<file path="src/rtl/iil_pkg.sv">
package iil_pkg;
   typedef enum logic [2:0] {
      OP_ALU    = 3'd0,
      OP_LOAD   = 3'd1,
      OP_MUL    = 3'd2,
      OP_DIV    = 3'd3,
      OP_FSHORT = 3'd4,
      OP_FLONG  = 3'd5
   } op_class_e;

   function automatic int max2(input int a, input int b);
      return (a > b) ? a : b;
   endfunction

   function automatic int max_lat(input int l0, input int l1, input int l2,
                                  input int l3, input int l4, input int l5);
      return max2(max2(max2(l0, l1), max2(l2, l3)), max2(l4, l5));
   endfunction
endpackage

</file>
<file path="src/rtl/iil_latency.sv">
module iil_latency
   import iil_pkg::*;
#(
   parameter int LAT_ALU    = 1,
   parameter int LAT_LOAD   = 2,
   parameter int LAT_MUL    = 6,
   parameter int LAT_DIV    = 16,
   parameter int LAT_FSHORT = 2,
   parameter int LAT_FLONG  = 3,
   parameter int CW         = 5
) (
   input  logic [2:0]    cls,
   output logic [CW-1:0] load_val,
   output logic          is_load
);
   localparam logic [CW-1:0] V_ALU    = CW'(LAT_ALU - 1);
   localparam logic [CW-1:0] V_LOAD   = CW'(LAT_LOAD - 1);
   localparam logic [CW-1:0] V_MUL    = CW'(LAT_MUL - 1);
   localparam logic [CW-1:0] V_DIV    = CW'(LAT_DIV - 1);
   localparam logic [CW-1:0] V_FSHORT = CW'(LAT_FSHORT - 1);
   localparam logic [CW-1:0] V_FLONG  = CW'(LAT_FLONG - 1);

   always_comb begin
      is_load = 1'b0;
      case (op_class_e'(cls))
         OP_LOAD: begin
            load_val = V_LOAD;
            is_load  = 1'b1;
         end
         OP_MUL:    load_val = V_MUL;
         OP_DIV:    load_val = V_DIV;
         OP_FSHORT: load_val = V_FSHORT;
         OP_FLONG:  load_val = V_FLONG;
         default:   load_val = V_ALU;
      endcase
   end
endmodule

</file>
<file path="src/rtl/iil_reg_slot.sv">
module iil_reg_slot #(
   parameter int CW         = 5,
   parameter int LOAD_SLOTS = 1,
   parameter int SLOT_THR   = 0
) (
   input  logic          clk,
   input  logic          rst,
   input  logic          load_en,
   input  logic [CW-1:0] load_val,
   input  logic          load_is_ld,
   output logic          busy,
   output logic          ready
);
   logic [CW-1:0] cnt;

   always_ff @(posedge clk) begin
      if (rst)
         cnt <= '0;
      else if (load_en)
         cnt <= load_val;
      else if (cnt != '0)
         cnt <= cnt - 1'b1;
   end

   assign ready = (cnt == '0);

   generate
      if (LOAD_SLOTS == 0) begin : g_no_slot
         assign busy = !ready;
      end else begin : g_slot
         logic ld_q;
         always_ff @(posedge clk) begin
            if (rst)
               ld_q <= 1'b0;
            else if (load_en)
               ld_q <= load_is_ld;
         end
         // counts above the threshold belong to the unchecked slot window
         assign busy = !ready && !(ld_q && (cnt > CW'(SLOT_THR)));
      end
   endgenerate

   // a pending counter drops by exactly one per clock
   p_count_down_r12: assert property (@(posedge clk) disable iff (rst)
      (!load_en && cnt != '0) |=> (cnt == $past(cnt) - 1'b1));

   // an idle zero counter stays at zero
   p_zero_hold_r12: assert property (@(posedge clk) disable iff (rst)
      (!load_en && cnt == '0) |=> (cnt == '0));
endmodule

</file>
<file path="src/rtl/iil_hazard.sv">
module iil_hazard #(
   parameter int NREGS = 32,
   parameter int IW    = 5
) (
   input  logic [NREGS-1:0] busy,
   input  logic [IW-1:0]    src_a,
   input  logic             use_a,
   input  logic [IW-1:0]    src_b,
   input  logic             use_b,
   input  logic [IW-1:0]    dst,
   input  logic             we,
   output logic             hazard
);
   logic raw_a, raw_b, waw;

   always_comb begin
      raw_a  = use_a && busy[src_a];
      raw_b  = use_b && busy[src_b];
      waw    = we && busy[dst];
      hazard = raw_a || raw_b || waw;
   end
endmodule

</file>
<file path="src/rtl/iss_interlock.sv">
module iss_interlock
   import iil_pkg::*;
#(
   parameter int NREGS      = 32,
   parameter int IW         = 5,
   parameter int LAT_ALU    = 1,
   parameter int LAT_LOAD   = 2,
   parameter int LOAD_SLOTS = 1,
   parameter int LAT_MUL    = 6,
   parameter int LAT_DIV    = 16,
   parameter int LAT_FSHORT = 2,
   parameter int LAT_FLONG  = 3
) (
   input  logic             clk,
   input  logic             rst,
   input  logic             iss_valid,
   input  logic [2:0]       iss_class,
   input  logic [IW-1:0]    src_a,
   input  logic             src_a_use,
   input  logic [IW-1:0]    src_b,
   input  logic             src_b_use,
   input  logic [IW-1:0]    dst,
   input  logic             dst_we,
   output logic             stall,
   output logic [NREGS-1:0] reg_ready
);
   localparam int MAXL     = max_lat(LAT_ALU, LAT_LOAD, LAT_MUL, LAT_DIV, LAT_FSHORT, LAT_FLONG);
   localparam int CW       = $clog2(MAXL + 1);
   localparam int THR_RAW  = LAT_LOAD - 1 - LOAD_SLOTS;
   localparam int SLOT_THR = (THR_RAW > 0) ? THR_RAW : 0;

   generate
      if (NREGS != (1 << IW)) begin : g_bad_regs
         $error("NREGS must equal 2**IW");
      end
      if (LAT_ALU < 1 || LAT_LOAD < 1 || LAT_MUL < 1 || LAT_DIV < 1 ||
          LAT_FSHORT < 1 || LAT_FLONG < 1) begin : g_bad_lat
         $error("every latency must be at least one cycle");
      end
      if (LOAD_SLOTS < 0) begin : g_bad_slots
         $error("LOAD_SLOTS must not be negative");
      end
   endgenerate

   logic [CW-1:0]    lat_val;
   logic             lat_is_ld;
   logic             hazard;
   logic             accept;
   logic [NREGS-1:0] busy;

   iil_latency #(
      .LAT_ALU(LAT_ALU), .LAT_LOAD(LAT_LOAD), .LAT_MUL(LAT_MUL),
      .LAT_DIV(LAT_DIV), .LAT_FSHORT(LAT_FSHORT), .LAT_FLONG(LAT_FLONG),
      .CW(CW)
   ) u_lat (
      .cls(iss_class), .load_val(lat_val), .is_load(lat_is_ld)
   );

   iil_hazard #(.NREGS(NREGS), .IW(IW)) u_haz (
      .busy(busy), .src_a(src_a), .use_a(src_a_use), .src_b(src_b),
      .use_b(src_b_use), .dst(dst), .we(dst_we), .hazard(hazard)
   );

   assign stall  = iss_valid && hazard;
   assign accept = iss_valid && !hazard;

   generate
      for (genvar i = 0; i < NREGS; i++) begin : g_reg
         if (i == 0) begin : g_zero
            assign busy[i]      = 1'b0;
            assign reg_ready[i] = 1'b1;
         end else begin : g_track
            logic hit;
            assign hit = accept && dst_we && (dst == IW'(i));
            iil_reg_slot #(
               .CW(CW), .LOAD_SLOTS(LOAD_SLOTS), .SLOT_THR(SLOT_THR)
            ) u_slot (
               .clk(clk), .rst(rst), .load_en(hit), .load_val(lat_val),
               .load_is_ld(lat_is_ld), .busy(busy[i]), .ready(reg_ready[i])
            );
         end
      end
   endgenerate

   // leaving reset, nothing is pending
   p_reset_clears_r1: assert property (@(posedge clk) disable iff (rst)
      $fell(rst) |-> (&reg_ready));

   // no stall without a presented instruction
   p_stall_valid_r11: assert property (@(posedge clk) disable iff (rst)
      stall |-> iss_valid);

   // the slot right after a load never waits on that load
   p_slot_free_r2: assert property (@(posedge clk) disable iff (rst)
      ($past(accept && iss_class == 3'd1 && dst_we && dst != '0) &&
       iss_valid && src_a_use && src_a == $past(dst) && !src_b_use && !dst_we)
      |-> !stall);

   // a multiply's destination is pending right after issue
   p_mul_pending_r4: assert property (@(posedge clk) disable iff (rst)
      (LAT_MUL > 1 && accept && iss_class == 3'd2 && dst_we && dst != '0)
      |=> !reg_ready[$past(dst)]);

   // a held instruction leaves its ready destination untouched
   p_stall_freezes_r9: assert property (@(posedge clk) disable iff (rst)
      (stall && dst_we && dst != '0 && reg_ready[dst]) |=> reg_ready[$past(dst)]);

   // register 0 as the only operand never blocks issue
   p_zero_reg_r8: assert property (@(posedge clk) disable iff (rst)
      (iss_valid && dst_we && dst == '0 && !src_a_use && !src_b_use) |-> !stall);
endmodule

</file>
<file path="config.mk">
export PLATFORM = sky130hd
export DESIGN_NAME = iss_interlock
export DESIGN_NICKNAME = d
export VERILOG_FILES = /design/src/rtl/iil_pkg.sv /design/src/rtl/iil_latency.sv /design/src/rtl/iil_reg_slot.sv /design/src/rtl/iil_hazard.sv /design/src/rtl/iss_interlock.sv
export SDC_FILE = /design/constraint.sdc
export NUM_CORES = 1
export LEC_CHECK = 0
export BUFFER_PORTS_ARGS = -buffer_cell sky130_fd_sc_hd__buf_2
export CORE_MARGIN = 3
export CORE_UTILIZATION = 45
export CTS_BUF_LIST = sky130_fd_sc_hd__clkbuf_2
export CTS_CLUSTER_SIZE = 10
export DETAILED_ROUTE_END_ITERATION = 10
export GPL_ROUTABILITY_DRIVEN = 0
export PLACE_DENSITY_LB_ADDON = 0.2
export SYNTH_ARGS = -nofsm -noshare
export SYNTH_HDL_FRONTEND = slang
export SYNTH_SLANG_ARGS = --single-unit
</file>
<file path="constraint.sdc">
create_clock -name clk -period 3 [get_ports clk]
set_input_delay 0.3 -clock clk [delete_from_list [all_inputs] [get_ports clk]]
set_output_delay 0.3 -clock clk [all_outputs]
set_load 0.02 [all_outputs]
</file>
======== Yosys cells after proc, flatten, opt, wreduce, memory -nomap -nowiden ========
Cells that the tools add are included.
cells by class
  divide/modulo/power cells ............... 0
  reductions and logical operators ........ 258
  $mul .................................... 0
  muxes and demuxes ....................... 70
  $add $sub $neg .......................... 31
  shift-type cells ........................ 0
  $lt $le $gt $ge ......................... 34
  eq/ne operators ......................... 36
  bitwise gates (word level) .............. 0
operator list
  kind                   number
  $mux W5                62
  $gt A5 B1 Y1 const B   31
  $logic_not A5 Y1       31
  $reduce_bool A5 Y1     31
  $sub A5 B1 Y5 const B  31
  $logic_and A1 B1 Y1    99
  $eq A5 B5 Y1 const B   16
  $logic_not A1 Y1       63
  $reduce_bool A2 Y1     31
  $eq A5 B4 Y1 const B   8
  $eq A5 B3 Y1 const B   4
  $lt A5 B6 Y1 const B   3
  $pmux W4 S4            1
  $bmux W1 S5            3
  $eq A5 B2 Y1 const B   2
  $eq A3 B2 Y1 const B   2
  $eq A3 B3 Y1 const B   2
  $eq A5 B1 Y1 const B   1
  $mux W1                4
  $eq A3 B1 Y1 const B   1
  $logic_or A1 B1 Y1     2
  $reduce_or A2 Y1       1
word-level totals
  flip-flop bits (word level) ............. 186
  memory bits (writable) .................. 0
  bits in latches ......................... 0
  memory bits (read-only) ................. 0
  input bits .............................. 24
  memories ................................ 0

======== Longest topological paths before layout ========
Gate-level depths: netlist of the first run.
  depth after elaboration ................. 14
  mapped depth ............................ 12

======== Modules after synthesis ========
From an unflattened synthesis of the first run, not the netlist that was laid out.
second synthesis, totals
  cells, all modules ...................... 1264
  area, all modules ....................... 11524.8 um^2
modules (own cells, without submodules)
  module         seq. area each (um^2)  area an instance (um^2)  instances  cells each
  iil_reg_slot   120.1                  330.3                    31         37
  iil_hazard     0.0                    773.2                    1          55
  iss_interlock  0.0                    446.7                    1          53
  iil_latency    0.0                    65.1                     1          9

======== Worst setup path before layout of the first run ========
Ideal clock, no wire load.
  path type ............................... reg-to-reg
  start point ............................. reg g_reg[24].g_track.u_slot.cnt[0]
  end point ............................... reg g_reg[11].g_track.u_slot.cnt[0]
  cell stages (with the launch flop) ...... 13
  setup slack ............................. -0.150 ns
  arrival time ............................ 3.029 ns
  required time ........................... 2.879 ns
  library setup time ...................... 0.121 ns
  cells stage by stage .................... dfxtp_1 -> inv_1 -> ha_1 -> nor4b_4 -> nor2_1 -> mux4_2 -> and3_4 -> nor3_4 -> nand4_4 -> buf_6 -> or4_4 -> buf_6 -> mux2_4
on the way
  elaborated cells between the ends (all ways) .. 23
  classes of those cells .................. 1 x order compare; 7 x mux; 15 x reduce/logical
RTL lines
  item                                                  line                                source
  from (decl)                                           iil_reg_slot.sv:14                  logic [CW-1:0] cnt;
  from (signal assigned)                                iil_reg_slot.sv:20                  cnt <= load_val;
  from (signal assigned)                                iil_reg_slot.sv:22                  cnt <= cnt - 1'b1;
  $logic_not A5 Y1 *                                    iil_reg_slot.sv:25                  assign ready = (cnt == '0);
  via g_reg[24].g_track.u_slot.ready                    iil_reg_slot.sv:12                  output logic ready
  $logic_not A1 Y1 *                                    iil_reg_slot.sv:39                  assign busy = !ready && !(ld_q && (cnt > CW'(SLOT_THR)));
  $logic_and A1 B1 Y1 *                                 iil_reg_slot.sv:39
  $bmux W1 S5, on equally long branches                 iil_hazard.sv:17, iil_hazard.sv:18
  $mux W1, on equally long branches                     iil_hazard.sv:17, iil_hazard.sv:18
  $logic_and A1 B1 Y1, on equally long branches         iil_hazard.sv:17, iil_hazard.sv:18
  $logic_or A1 B1 Y1                                    iil_hazard.sv:20                    hazard = raw_a || raw_b || waw;
  $logic_or A1 B1 Y1 *                                  iil_hazard.sv:20
  $logic_not A1 Y1 *                                    iss_interlock.sv:65                 assign accept = iss_valid && !hazard;
  $logic_and A1 B1 Y1 *                                 iss_interlock.sv:65
  $logic_and A1 B1 Y1 * (2 in series)                   iss_interlock.sv:74                 assign hit = accept && dst_we && (dst == IW'(i));
  $mux W5 / $reduce_bool A2 Y1 (equally long branches)  --
  to (signal assigned)                                  iil_reg_slot.sv:20
  to (signal assigned)                                  iil_reg_slot.sv:22
  to (decl)                                             iil_reg_slot.sv:14
The timed path passes the listed nets; every way through them passes the cells marked *. The select of a mux whose other input is x is not followed.
A chain may end at the register's enable or synchronous reset.

======== Worst setup path in the final report of the first run ========
  start point ............................. reg g_reg[2].g_track.u_slot.cnt[0]
  end point ............................... out stall
on the way
  cells in the longest elaborated chain, start to end .. 10
  elaborated cells between the ends (all ways) .. 18
  classes of those cells .................. 1 x order compare; 6 x mux; 11 x reduce/logical
ends and longest elaborated chain
  item                                           line                                source
  from (decl)                                    iil_reg_slot.sv:14
  from (signal assigned)                         iil_reg_slot.sv:20
  from (signal assigned)                         iil_reg_slot.sv:22
  $gt A5 B1 Y1                                   iil_reg_slot.sv:39
  $logic_and A1 B1 Y1                            iil_reg_slot.sv:39
  $logic_not A1 Y1                               iil_reg_slot.sv:39
  $logic_and A1 B1 Y1 *                          iil_reg_slot.sv:39
  $bmux W1 S5, on equally long branches          iil_hazard.sv:17, iil_hazard.sv:18
  $mux W1, on equally long branches              iil_hazard.sv:17, iil_hazard.sv:18
  $logic_and A1 B1 Y1, on equally long branches  iil_hazard.sv:17, iil_hazard.sv:18
  $logic_or A1 B1 Y1                             iil_hazard.sv:20
  $logic_or A1 B1 Y1 *                           iil_hazard.sv:20
  $logic_and A1 B1 Y1 *                          iss_interlock.sv:64                 assign stall = iss_valid && hazard;
  to (decl)                                      iss_interlock.sv:24                 output logic stall,
Mark *: on every way between the ends. The rest lies on a longest branch, timed or not. The select of a mux whose other input is x is not followed.

==> results of run 1 <==
-- cell families (layout without fill, tap and decap cells) --
group | after synthesis | count (layout) | share of synthesized area (%)
AO/OA/AOI/OAI | 134 | 134 | 6.95
XOR/XNOR | 90 | 90 | 6.59
adder cells (fa/ha/maj) | 62 | 62 | 6.49
buffers and inverters | 170 | 462 | 6.62
flip-flops | 186 | 186 | 31.1
multiplexers | 155 | 155 | 14.0
other | 1 | 4 | 0.0314
AND/OR/NAND/NOR | 585 | 585 | 28.2
-- placed cells by master, fill, tap and decap left out, types with 12 or more instances in the layout --
cell,instances
o21ai_0,12
mux2_2,16
inv_1,60
nor3_1,109
buf_2,53
nor4b_4,22
nor2b_1,14
buf_6,29
dfxtp_1,166
or3_1,20
xnor2_1,45
nor2_1,172
mux2_4,38
nand2b_1,36
and2_1,12
nor3_4,14
a21oi_1,70
dfxtp_2,20
nand2_1,101
xor2_1,45
clkbuf_2,19
buf_4,269
ha_1,54
mux2i_1,74
mux2_1,26
-- routing by layer --
| layer | vias up | GRT usage [%] | share of wire, % |
|---|---|---|---|
| met1 | 5109 | 30.5 | 45 |
| met5 | - | 0 | 0.068 |
| li1 | 5290 | - | - |
| met2 | 300 | 38.4 | 48 |
| met3 | 61 | 3.95 | 5.6 |
| met4 | 4 | 7.41 | 1.6 |
-- registers in the layout (all words and copies together) (netlist names) --
| name | flops |
|---|---|
| g.g_track.u_slot.cnt | 155 |
| g.g_track.u_slot.g_slot.ld_q | 31 |
-- worst register-to-register path, delay by kind of cell, from the launching register on --
kind | cells | cell delay, ps
fa+ha+maj | 1 | 130
buf+inv | 8 | 1060
flops | 1 | 390
mux | 2 | 780
simple gates | 6 | 1070
-- path summary, 6_finish.rpt --
path	from	to	slack [ps]	cells after the start
worst max-delay path	g_reg[2].g_track.u_slot.cnt[0]	stall	-520	13
worst min register to register	g_reg[27].g_track.u_slot.g_slot.ld_q	g_reg[27].g_track.u_slot.g_slot.ld_q	530	2
worst min-delay path	iss_class[2]	g_reg[6].g_track.u_slot.cnt[2]	90	3
worst max register to register	g_reg[25].g_track.u_slot.cnt[1]	g_reg[29].g_track.u_slot.cnt[1]	-520	17
-- repair_timing --
item / 4_1_cts / 5_1_grt
resized for setup: 81 / 90
endpoints found under the hold margin: 18 / 0
setup buffers: 20 / 25
hold buffers: 1 / 0
endpoints found under the setup margin: 166 / 185
gates cloned: 1 / 0
pin swaps: 25 / 26
-- synthesized netlist by cell type, types with 6 or more instances --
cell and number:
mux2_1 35, a21oi_1 70, and3_1 6, nand3_1 9
nor2_1 181, ha_1 62, dfxtp_1 186, nand2b_1 36
or4_1 8, nor2b_1 14, nor4_1 8, or3_1 24
nor4b_2 22, o21ai_0 13, inv_1 70, o32ai_1 7
nor4b_4 9, xnor2_1 45, mux2_2 41, nand2_1 101
buf_4 32, and2_1 12, nor3_1 117, mux2i_1 74
nor3_4 13, clkbuf_1 58, xor2_1 45, o311ai_0 9
-- area by class of cell --
class                   count  area (um^2)  area share, %
flip-flops and latches    186         3750           24.2
clock buffers              19         95.1          0.613
diodes                      3         7.51         0.0484
inverters                  71          267           1.72
repair buffers            359         2770           17.9
clock inverters            13          151          0.976
multi-input cells        1027         8050           51.9
well taps                 335          419           2.70
-- power by group --
part	leakage (nW)	internal, mW	switching (mW)	total, mW
clock	0.153	0.466	0.907	1.37
combinational	5.26	5.92	5.54	11.5
sequential	1.54	3.46	0.865	4.32
total	6.95	9.85	7.31	17.2
==> results.sh, run 1 <==
export IMPL_status="finished with violations"
export IMPL_violations="setup timing"
export IMPL_start_util_pct=45.9
export IMPL_place_area_um2=14200
export IMPL_skew_ps=49.7
export IMPL_total_power_mw=17.2
export IMPL_tritoncts="built"
export IMPL_dp_slack_ps=-285
export IMPL_worstMarginPinSlew_ps=949
export IMPL_dieHeight_um=169
export IMPL_grt_max_degree=69
export IMPL_min_period_ps=3520
export IMPL_arrival_ps=3220
export IMPL_clk_latency_ps=790
export IMPL_design_area_um2=15500
export IMPL_synthTopCellsByArea="dfxtp_1 (31%), ha_1 (6.5%), mux2i_1 (6.2%), nor2_1 (5.7%), nor3_1 (4.9%)"
export IMPL_ys_seq_area_share_pct=31.1
export IMPL_netlist_area_um2=12000
export IMPL_grt_pass1_wl_mm=53.5
export IMPL_synth_ff_type="dfxtp_1"
export IMPL_vias=10800
export IMPL_ios=57
export IMPL_fin_crit_sh_pct=117
export IMPL_critPathBufInv=5
export IMPL_antenna_found_initial=5
export IMPL_hold_path_class="primary input to register"
export IMPL_dp_cells=1933
export IMPL_first_pass_iters=8
export IMPL_cts_buffer_depth=2
export IMPL_final_util_pct=59.5
export IMPL_powerDensity_nw_per_um2=1110
export IMPL_fin_ws_ps=-520
export IMPL_syn_num_nets=1469
export IMPL_synth_edf_count=0
export IMPL_grt_pass1_vias=10600
export IMPL_drt_iter0_markers=770
export IMPL_viasPerCell=5.35
export IMPL_cap_viol_max_count=0
export IMPL_fmax_ghz=0.284
export IMPL_slew_viol_final=0
export IMPL_fp_coreArea_um2=26100
export IMPL_cpMaxStageDelayCell="dfxtp_2"
export IMPL_row_count=59
export IMPL_num_nets_final=1748
export IMPL_path_delay_family="compound AO/OA/AOI/OAI gates"
export IMPL_yosysTopAreaCell="dfxtp_1"
export IMPL_fillCellCount=2273
export IMPL_async_reset_ff_share_pct=0
export IMPL_grt_overflow_total=0
export IMPL_required_ps=2700
export IMPL_cts_clk_slew_worst_paths_ps=290
export IMPL_dieArea_um2=28600
export IMPL_synth_seq_cells=186
export IMPL_slowest_delay_ps=390
export IMPL_wl_per_cell_um=16.7
export IMPL_critPathKind="register to primary output"
export IMPL_peakVddDrop_mv=0.714
export IMPL_setup_violations=180
export IMPL_final_cell_count_no_fill=2013
export IMPL_fp_dieW_um=169
export IMPL_yosysTopAreaCellShare_pct=31.1
export IMPL_max_slew_margin_rel_pct=36.6
export IMPL_routed_wl_mm=33.7
export IMPL_yosysWarnings=0
export IMPL_clock_sinks=186
export IMPL_numCtsBuffers=17
export IMPL_syn_inst=1383
export IMPL_cts_root_buffer="clkbuf_2"
export IMPL_worstPathCellList="inv_1 -> ha_1 -> nor4b_4 -> buf_4 -> buf_6 -> o41ai_2 -> a31oi_2 -> a31oi_1 -> nand4_1 -> nand4_4 -> buf_6 -> o21a_1 -> buf_6"
export IMPL_rsz0062_at_grt="yes"
export IMPL_drc=0
export IMPL_ant_nets=0
export IMPL_track_usage_pct=23.0
export IMPL_synth_cell_types=67
export IMPL_syn_avg_cell_area_um2=8.65
export IMPL_numPortBuffers=55
export IMPL_h_tree_depth=4
export IMPL_cp_max_fo=7
export IMPL_hold_viol_final=0
export IMPL_tns_ps=-63320
export IMPL_dp_hpwl_mm=23.6
export IMPL_endpoint_kind="primary output"
export IMPL_syn_to_final_growth_pct=29.7
export IMPL_holdWs_ps=85.5
export IMPL_path_common_cell="buf_6"
export IMPL_final_layout_size_suffix_gt1_share_pct=35.1
export IMPL_leakage_nw=6.95
export IMPL_start_kind="register"
Power figures use the tool's default switching activity.
==> run 2, diff against run 1 <==
--- a/config.mk
+++ b/config.mk
@@ -12,6 +12,7 @@
 export CTS_CLUSTER_SIZE = 10
 export DETAILED_ROUTE_END_ITERATION = 10
 export GPL_ROUTABILITY_DRIVEN = 0
+export MAX_ROUTING_LAYER = met4
 export PLACE_DENSITY_LB_ADDON = 0.2
 export SYNTH_ARGS = -nofsm -noshare
 export SYNTH_HDL_FRONTEND = slang
==> results.sh, run 2 (synthesized netlist as in run 1, its figures left out) <==
export IMPL_cts_buffer_depth=2
export IMPL_required_ps=2700
export IMPL_cts_clk_slew_worst_paths_ps=280
export IMPL_start_util_pct=45.9
export IMPL_rr_endpoint="g_reg[19].g_track.u_slot.cnt[0]"
export IMPL_viasPerCell=5.30
export IMPL_hold_viol_final=0
export IMPL_start_kind="register"
export IMPL_critPathKind="register to primary output"
export IMPL_fp_coreArea_um2=26100
export IMPL_dieArea_um2=28600
export IMPL_largest_register="g.g_track.u_slot.cnt"
export IMPL_status="finished with violations"
export IMPL_dieHeight_um=169
export IMPL_reg2reg_from="g_reg[22].g_track.u_slot.cnt[1]"
export IMPL_fin_ws_ps=-506
export IMPL_min_to="g_reg[1].g_track.u_slot.g_slot.ld_q"
export IMPL_cap_viol_max_count=0
export IMPL_hold_path_class="primary input to register"
export IMPL_drt_iter0_markers=756
export IMPL_grt_pass1_wl_mm=53.5
export IMPL_fmax_ghz=0.285
export IMPL_total_power_mw=17.1
export IMPL_grt_pass1_vias=10600
export IMPL_min_period_ps=3510
export IMPL_rsz0062_at_grt="yes"
export IMPL_first_pass_iters=5
export IMPL_numPortBuffers=55
export IMPL_leakage_nw=6.91
export IMPL_slew_viol_final=0
export IMPL_reg_largest_list="g.g_track.u_slot.cnt x155, g.g_track.u_slot.g_slot.ld_q x31"
export IMPL_grt_overflow_total=0
export IMPL_routed_wl_mm=33.4
export IMPL_endpoint_kind="primary output"
export IMPL_numCtsBuffers=17
export IMPL_layout_common_cells="buf_4 (267), nor2_1 (172), dfxtp_1 (167)"
export IMPL_ios=57
export IMPL_dp_cells=1933
export IMPL_clk_latency_ps=790
export IMPL_wl_per_cell_um=16.6
export IMPL_largest_reg_flops=155
export IMPL_row_count=59
export IMPL_tritoncts="built"
export IMPL_dp_hpwl_mm=23.6
export IMPL_max_slew_margin_rel_pct=35.8
export IMPL_setup_violations=180
export IMPL_hold_path_startpoint="dst[2]"
export IMPL_final_util_pct=59.3
export IMPL_vias=10700
export IMPL_skew_ps=46.5
export IMPL_worstRegToRegCells=16
export IMPL_fin_crit_sh_pct=117
export IMPL_syn_to_final_growth_pct=29.1
export IMPL_final_common_cell="buf_4"
export IMPL_final_layout_size_suffix_gt1_share_pct=34.4
export IMPL_violations="setup timing"
export IMPL_final_cell_count_no_fill=2010
export IMPL_timing_hold_worst_path_depth=5
export IMPL_peakVddDrop_mv=0.713
export IMPL_track_usage_pct=23.7
export IMPL_arrival_ps=3210
export IMPL_clock_sinks=186
export IMPL_rrSetupSlack_ps=-480
export IMPL_fp_dieW_um=169
export IMPL_antenna_found_initial=5
export IMPL_h_tree_depth=4
export IMPL_cts_root_buffer="clkbuf_2"
export IMPL_grt_max_degree=69
export IMPL_num_nets_final=1743
export IMPL_ant_nets=0
export IMPL_drc=0
export IMPL_powerDensity_nw_per_um2=1110
export IMPL_cp_max_fo=3
export IMPL_worstMarginPinSlew_ps=960
[run 2: cell count changes in the layout (fill, tap and decap cells not counted), sizes merged]
cell | before | now
diode | 3 | 5
buf | 358 | 353
[run 2: critical path, cell delays in order, from the launching register on]
cell       delay (ps)
dfxtp_2           390
inv_2              70
ha_4              130
nor4b_4           310
nor2_2            110
a2111oi_4         420
nor4_4             80
nor3_4            250
nand4_4           160
buf_6             160
o21a_1            200
buf_6             140
[run 2: per-layer routing]
layer	track usage, %	routed length (um)	vias to the layer above
met3	4.34	1820	44
li1	-	-	5277
met5	-	0	-
met1	30.6	15200	5033
met2	38.4	15800	299
met4	6.63	607	0
[run 2: layout make-up]
class	count	area [um^2]
Sequential cell	186	3750
Clock inverter	13	151
Antenna cell	5	12.5
Timing Repair Buffer	354	2740
Tap cell	335	419
Inverter	71	267
Clock buffer	19	95.1
Multi-Input combinational cell	1027	8020
Fill cell	2276	10600
[run 2: power by group]
group / total [mW] / leakage, nW / internal [mW] / switching, mW
registers: 4.32 / 1.54 / 3.46 / 0.860
logic: 11.4 / 5.22 / 5.87 / 5.51
clock network: 1.38 / 0.153 / 0.466 / 0.911
[run 2: timing repair]
item                                    in CTS  in global routing
hold buffers                                 1                  0
endpoints found under the setup margin     166                185
setup buffers                               20                 20
pin swaps                                   25                 28
endpoints found under the hold margin       18                  0
resized for setup                           81                 78
gates cloned                                 1                  0
[run 2: through the flow]
step                      setup TNS, ps  setup WS (ps)  hold slack [ps]  instance area (um^2)
final                            -61520           -506             86.8                 15400
after global routing             -83270           -697             30.1                 15400
after CTS                        -25690           -568             26.1                 14900
after detailed placement         -15270           -285              472                 14200
after global placement           -12670           -237              459                 14200
after floorplan                       0          0.366              449                 12100
[run 2: worst max-delay path by stage]
stage                                          from                              end  slack (ps)  cells after the start
floorplan           g_reg[25].g_track.u_slot.cnt[1]  g_reg[11].g_track.u_slot.cnt[0]         0.4                     12
global placement    g_reg[23].g_track.u_slot.cnt[0]  g_reg[24].g_track.u_slot.cnt[1]        -240                     11
detailed placement  g_reg[22].g_track.u_slot.cnt[0]  g_reg[24].g_track.u_slot.cnt[2]        -290                     11
CTS                 g_reg[28].g_track.u_slot.cnt[0]                            stall        -570                     12
global route         g_reg[9].g_track.u_slot.cnt[0]                            stall        -700                     12
finish              g_reg[22].g_track.u_slot.cnt[1]                            stall        -510                     11
